<file path="src/rtl/strap_pkg.sv">
package strap_pkg;

  typedef enum logic [1:0] {
    MODE_GPIO = 2'b00,
    MODE_PMU  = 2'b01,
    MODE_ALT  = 2'b10
  } opmode_e;

  function automatic opmode_e decode_mode(input logic strap, input logic pg);
    if (!strap)  return MODE_GPIO;
    else if (pg) return MODE_ALT;
    else         return MODE_PMU;
  endfunction

endpackage

</file>
<file path="src/rtl/strap_sync.sv">
module strap_sync #(
  parameter int WIDTH  = 10,
  parameter int STAGES = 2
) (
  input  logic             clk,
  input  logic [WIDTH-1:0] d_i,
  output logic [WIDTH-1:0] q_o
);

  logic [WIDTH-1:0] stage_q [STAGES];

  // Not reset: the straps must keep flowing while reset is held.
  always_ff @(posedge clk) begin
    stage_q[0] <= d_i;
  end

  for (genvar s = 1; s < STAGES; s++) begin : g_stage
    always_ff @(posedge clk) begin
      stage_q[s] <= stage_q[s-1];
    end
  end

  assign q_o = stage_q[STAGES-1];

endmodule

</file>
<file path="src/rtl/strap_capture.sv">
module strap_capture
  import strap_pkg::*;
#(
  parameter int ID_W = 8
) (
  input  logic            clk,
  input  logic            rst_n,
  input  logic            mode_s_i,
  input  logic            pg_s_i,
  input  logic [ID_W-1:0] id_s_i,
  output opmode_e         mode_o,
  output logic [ID_W-1:0] id_o
);

  logic [1:0]      rst_ff;
  logic            rst_done;
  logic            cap_en;
  opmode_e         mode_nxt, mode_q;
  logic [ID_W-1:0] id_nxt, id_q;

  // Reset is asserted asynchronously and released through two flops.
  always_ff @(posedge clk or negedge rst_n) begin
    if (!rst_n) rst_ff <= 2'b00;
    else        rst_ff <= {rst_ff[0], 1'b1};
  end

  assign rst_done = rst_ff[1];
  assign cap_en   = ~rst_done;

  always_comb begin
    mode_nxt = decode_mode(mode_s_i, pg_s_i);
    id_nxt   = (mode_nxt == MODE_PMU) ? '0 : id_s_i;
  end

  // The capture registers track the straps while reset is held and freeze at release.
  always_ff @(posedge clk) begin
    if (cap_en) begin
      mode_q <= mode_nxt;
      id_q   <= id_nxt;
    end
  end

  assign mode_o = mode_q;
  assign id_o   = id_q;

  a_r9_mode_frozen: assert property (@(posedge clk) disable iff (!rst_n)
    $past(rst_done) |-> $stable(mode_q));

  a_r5_id_frozen: assert property (@(posedge clk) disable iff (!rst_n)
    $past(rst_done) |-> $stable(id_q));

  a_r3_no_code11: assert property (@(posedge clk) disable iff (!rst_done)
    logic'(mode_q[1] & mode_q[0]) == 1'b0);

  a_r6_pmu_id_zero: assert property (@(posedge clk) disable iff (!rst_done)
    (mode_q == MODE_PMU) |-> (id_q == '0));

endmodule

</file>
<file path="src/rtl/oe_gate.sv">
module oe_gate #(
  parameter int NUM_PINS = 20,
  parameter int PC_LSB   = 16,
  parameter int PC_W     = 4
) (
  input  logic                clk,
  input  logic                rst_n,
  input  logic                pg_s_i,
  input  logic                pc_active_i,
  input  logic [NUM_PINS-1:0] core_oe_i,
  output logic [NUM_PINS-1:0] oe_o
);

  localparam int PC_MSB = PC_LSB + PC_W - 1;

  function automatic logic [NUM_PINS-1:0] pc_mask_f();
    logic [NUM_PINS-1:0] m;
    m = '0;
    for (int i = PC_LSB; i <= PC_MSB; i++) m[i] = 1'b1;
    return m;
  endfunction

  localparam logic [NUM_PINS-1:0] PC_MASK = pc_mask_f();

  for (genvar i = 0; i < NUM_PINS; i++) begin : g_pin
    if (i >= PC_LSB && i <= PC_MSB) begin : g_pc
      assign oe_o[i] = core_oe_i[i] & (pg_s_i | pc_active_i);
    end else begin : g_gen
      assign oe_o[i] = core_oe_i[i] & pg_s_i;
    end
  end

  a_r4_nonpc_masked: assert property (@(posedge clk) disable iff (!rst_n)
    !pg_s_i |-> ((oe_o & ~PC_MASK) == '0));

  a_r7_gpio_all_masked: assert property (@(posedge clk) disable iff (!rst_n)
    (!pg_s_i && !pc_active_i) |-> (oe_o == '0));

  a_r11_passthru: assert property (@(posedge clk) disable iff (!rst_n)
    pg_s_i |-> (oe_o == core_oe_i));

endmodule

</file>
<file path="src/rtl/strap_mode_ctrl.sv">
module strap_mode_ctrl
  import strap_pkg::*;
#(
  parameter int ID_W        = 8,
  parameter int NUM_PINS    = 20,
  parameter int PC_LSB      = 16,
  parameter int PC_W        = 4,
  parameter int SYNC_STAGES = 2
) (
  input  logic                clk,
  input  logic                rst_n,
  input  logic                mode_strap_i,
  input  logic                pwr_good_i,
  input  logic [ID_W-1:0]     id_strap_i,
  input  logic [NUM_PINS-1:0] core_oe_i,
  output logic [1:0]          mode_o,
  output logic                pc_active_o,
  output logic [ID_W-1:0]     id_o,
  output logic                evt_out_dflt_o,
  output logic [NUM_PINS-1:0] oe_o
);

  localparam int SW = ID_W + 2;

  logic [SW-1:0]   sync_d, sync_q;
  logic            mode_s, pg_s;
  logic [ID_W-1:0] id_s;
  opmode_e         mode_cur;

  assign sync_d = {pwr_good_i, mode_strap_i, id_strap_i};

  strap_sync #(.WIDTH(SW), .STAGES(SYNC_STAGES)) u_sync (
    .clk (clk),
    .d_i (sync_d),
    .q_o (sync_q)
  );

  assign pg_s   = sync_q[SW-1];
  assign mode_s = sync_q[SW-2];
  assign id_s   = sync_q[ID_W-1:0];

  strap_capture #(.ID_W(ID_W)) u_cap (
    .clk      (clk),
    .rst_n    (rst_n),
    .mode_s_i (mode_s),
    .pg_s_i   (pg_s),
    .id_s_i   (id_s),
    .mode_o   (mode_cur),
    .id_o     (id_o)
  );

  assign mode_o         = mode_cur;
  assign pc_active_o    = (mode_cur != MODE_GPIO);
  assign evt_out_dflt_o = (mode_cur == MODE_PMU);

  oe_gate #(.NUM_PINS(NUM_PINS), .PC_LSB(PC_LSB), .PC_W(PC_W)) u_gate (
    .clk         (clk),
    .rst_n       (rst_n),
    .pg_s_i      (pg_s),
    .pc_active_i (pc_active_o),
    .core_oe_i   (core_oe_i),
    .oe_o        (oe_o)
  );

endmodule

</file>
<file path="config.mk">
export PLATFORM = sky130hd
export DESIGN_NAME = strap_mode_ctrl
export DESIGN_NICKNAME = d
export VERILOG_FILES = /design/src/rtl/strap_pkg.sv /design/src/rtl/strap_sync.sv /design/src/rtl/strap_capture.sv /design/src/rtl/oe_gate.sv /design/src/rtl/strap_mode_ctrl.sv
export SDC_FILE = /design/constraint.sdc
export NUM_CORES = 1
export LEC_CHECK = 0
export ABC_AREA = 1
export BUFFER_PORTS_ARGS = -buffer_cell sky130_fd_sc_hd__buf_2
export CAP_MARGIN = 15
export CORE_ASPECT_RATIO = 1.2
export CORE_UTILIZATION = 41
export DETAILED_ROUTE_END_ITERATION = 8
export GPL_ROUTABILITY_DRIVEN = 0
export PLACE_DENSITY = 0.79
export SLEW_MARGIN = 20
export SYNTH_ARGS = -nofsm -noshare
export SYNTH_HDL_FRONTEND = slang
export SYNTH_SLANG_ARGS = --single-unit
</file>
<file path="constraint.sdc">
create_clock -name clk -period 1.1 [get_ports clk]
set_input_delay 0.33 -clock clk [delete_from_list [all_inputs] [get_ports clk]]
set_output_delay 0.33 -clock clk [all_outputs]
set_load 0.01 [all_outputs]
</file>
==> out/metrics.cfg <==
[detailed_routing]
vias_per_cell = 4.206
top_layer = met4
wirelength_um = 2235
drt_first_pass_iters = 4
post-route-drc-count = 0
final_antenna_net_count = 0
vias = 879
route.met3.wl_um = 214
drt-initial-drc-count = 12
met2_length_um = 1262
wl_per_cell_um = 10.69
wl_met1_um = 728

[cts]
worst_skew_pair.late_latency_ns = 0.31
cts.sinks = 32
tritoncts = done
clock-root-buffer = clkbuf_4
cts_buffers = 5
clk_pin_slew_worst_paths_ns = 0.09
h-tree-depth = 2
clockBufferDepth = 2

[timing]
finalHoldViolations = 0
worst_hold_slack_ns = 0.1184
max_freq_mhz = 673.3
fin_crit_sh = 1.350
finalSetupTns_ns = -7.405
slew_viol_final = 0
postLayoutSetupSlackWorst_ns = -0.3852
skew_ns = 0.009765
period_minus_slack_ns = 1.485
grt_setup_unrepaired = yes
setup_viol = 32

[logic_synthesis]
syn-num-nets = 133
syn_inst = 101
netlist_area_sq_mm = 0.001057
synth-seq-cells = 32
yosys_warnings = 0
synth_area_per_cell_sq_um = 10.47
yosysSeqAreaShare = 0.7101
synth_cell_type_count = 13

[setup_path]
cp_cell_sequence = nor2_4 > a21oi_1 > buf_2
crit_start = u_cap.mode_o[0]
required_ns = 0.77
cp_data_arrival_time_ns = 1.16
slowest_stage = edfxtp_1
crit_path_end_kind = output pin
critPathMaxStageDelay_ns = 0.43
r2r_start = u_sync.stage_q[0][19]
worstSetupPathType = reg2out
cp_max_fo = 5
worstSetupStartpointType = flop

[min_path]
hp-class = in2reg
min_from = id_strap_i[1]

[layout]
seq_area_sq_um = 754.5
multi_input_area_sq_um = 224.0
area_growth_pct = 57.04
drive_gt1_frac = 0.6067
diodes = 0
fin_nets = 209
nFillCells = 165
final_cell_mix = 51 x buf_2, 21 x inv_1, 19 x dfxtp_1
final_common_cell = buf_2

[placement]
dpl.hpwl_um = 1501
port_buffers = 63

[global_routing]
track_usage = 0.1546
grt-ovfl-total = 0
grt_pass1_wl_um = 3222
antenna_found_initial = 0
grt_pass1_vias = 837
grt_max_degree = 11

[floorplan]
die_area_sq_mm = 0.002786
die_w_um = 48.36
die_h_um = 57.63
rows = 19
core_sq_mm = 0.002354
ios = 64
initial_core_util = 0.4492

[power]
powerDensity_mw_per_mm2 = 1400
leakage_nw = 0.9402
ir_drop_uv = 1300

[status]
violations = negative setup slack
outcome = complete, but fails checks

[flow_run]
maxCapViolations = 0

[cells by family (layout without fill, tap and decap cells)]
logic type,count (synthesis),in the layout,synth area share
AOI/OAI and AO/OA,4,4,0.01894
DFF,32,32,0.7101
and+or+nand+nor,28,29,0.1172
other,1,1,0.003547
buffers and inverters,36,112,0.1503
[area by class of cell]
type,count,area share
well taps,31,0.02336
multi-input cells,34,0.1349
flip-flops and latches,32,0.4544
inverters,34,0.07686
repair buffers,70,0.2751
clock buffers,8,0.03542
[per-stage QoR]
| stage | setup slack [ns] | util | total power [mW] | cell area (sq um) | cells |
|---|---|---|---|---|---|
| CTS | -0.3599 | 0.6656 | 2.292 | 1567 | 209 |
| global placement | -0.02033 | 0.6034 | 1.608 | 1420 | 198 |
| finish | -0.3852 | 0.7055 | 2.325 | 1660 | 209 |
| detailed placement | -0.06140 | 0.6034 | 1.622 | 1420 | 198 |
| global route | -0.4543 | 0.7055 | 2.432 | 1660 | 209 |
| floorplan | 0.01362 | - | 1.474 | 1060 | 101 |
[critical path, delay by kind of cell, from the launching register on]
family	cells	cell delay, ns
buffers and inverters	1	0.15
AND/OR/NAND/NOR	1	0.18
AO/OA/AOI/OAI	1	0.09
flip-flops	1	0.43
[worst paths after layout]
check | slack (ns) | endpoint | cells after the start
worst max-delay path | -0.39 | oe_o[16] | 3
worst min-delay path | 0.12 | u_sync.stage_q[0][1] | 1
worst max register to register | 0.11 | u_cap.id_o[0] | 3
worst min register to register | 0.32 | u_sync.stage_q[0][16] | 0
max in group asynchronous | 0.68 | u_cap.rst_ff[1] | 2
min in group asynchronous | 0.33 | u_cap.rst_ff[0] | 2
[power breakdown]
| group | switching (mW) | internal, mW | total, mW | leakage [nW] |
|---|---|---|---|---|
| logic | 0.183 | 0.177 | 0.360 | 0.618 |
| clock network | 0.330 | 0.315 | 0.646 | 0.0326 |
| registers | 0.0252 | 1.29 | 1.32 | 0.289 |
[what timing repair did]
item                                   in CTS  in global routing
hold buffers                                1                  0
pin swaps                                   3                  2
resized for setup                          23                 27
buffers inserted                            1                  0
setup endpoints to repair                  32                 40
gates cloned                                1                  1
endpoints found under the hold margin       2                  0
[synthesized netlist by cell type]
| library cell | number | area share |
|---|---|---|
| a21oi_1 | 4 | 0.019 |
| buf_12 | 1 | 0.019 |
| buf_6 | 1 | 0.011 |
| conb_1 | 1 | 0.0035 |
| dfrtp_1 | 2 | 0.047 |
| dfxtp_1 | 20 | 0.38 |
| edfxtp_1 | 10 | 0.28 |
| inv_1 | 33 | 0.12 |
| inv_2 | 1 | 0.0035 |
| nand2_1 | 16 | 0.057 |
| nand2_2 | 1 | 0.0059 |
| nor2_1 | 10 | 0.036 |
| nor2_8 | 1 | 0.019 |
[per-layer routing]
layer / global-route usage / vias up
met2: 0.3018 / 50
li1: - / 434
met1: 0.1248 / 389
met4: 0.06303 / 0
met5: 0 / -
met3: 0.08661 / 6
[state kept, by name, summed over array words and instances (netlist names)]
signal and cells:
u_cap.id_o 8, u_cap.mode_o 2, u_cap.rst_ff 2, u_sync.stage_q 20
No activity file was read; power rests on OpenSTA's default activity.
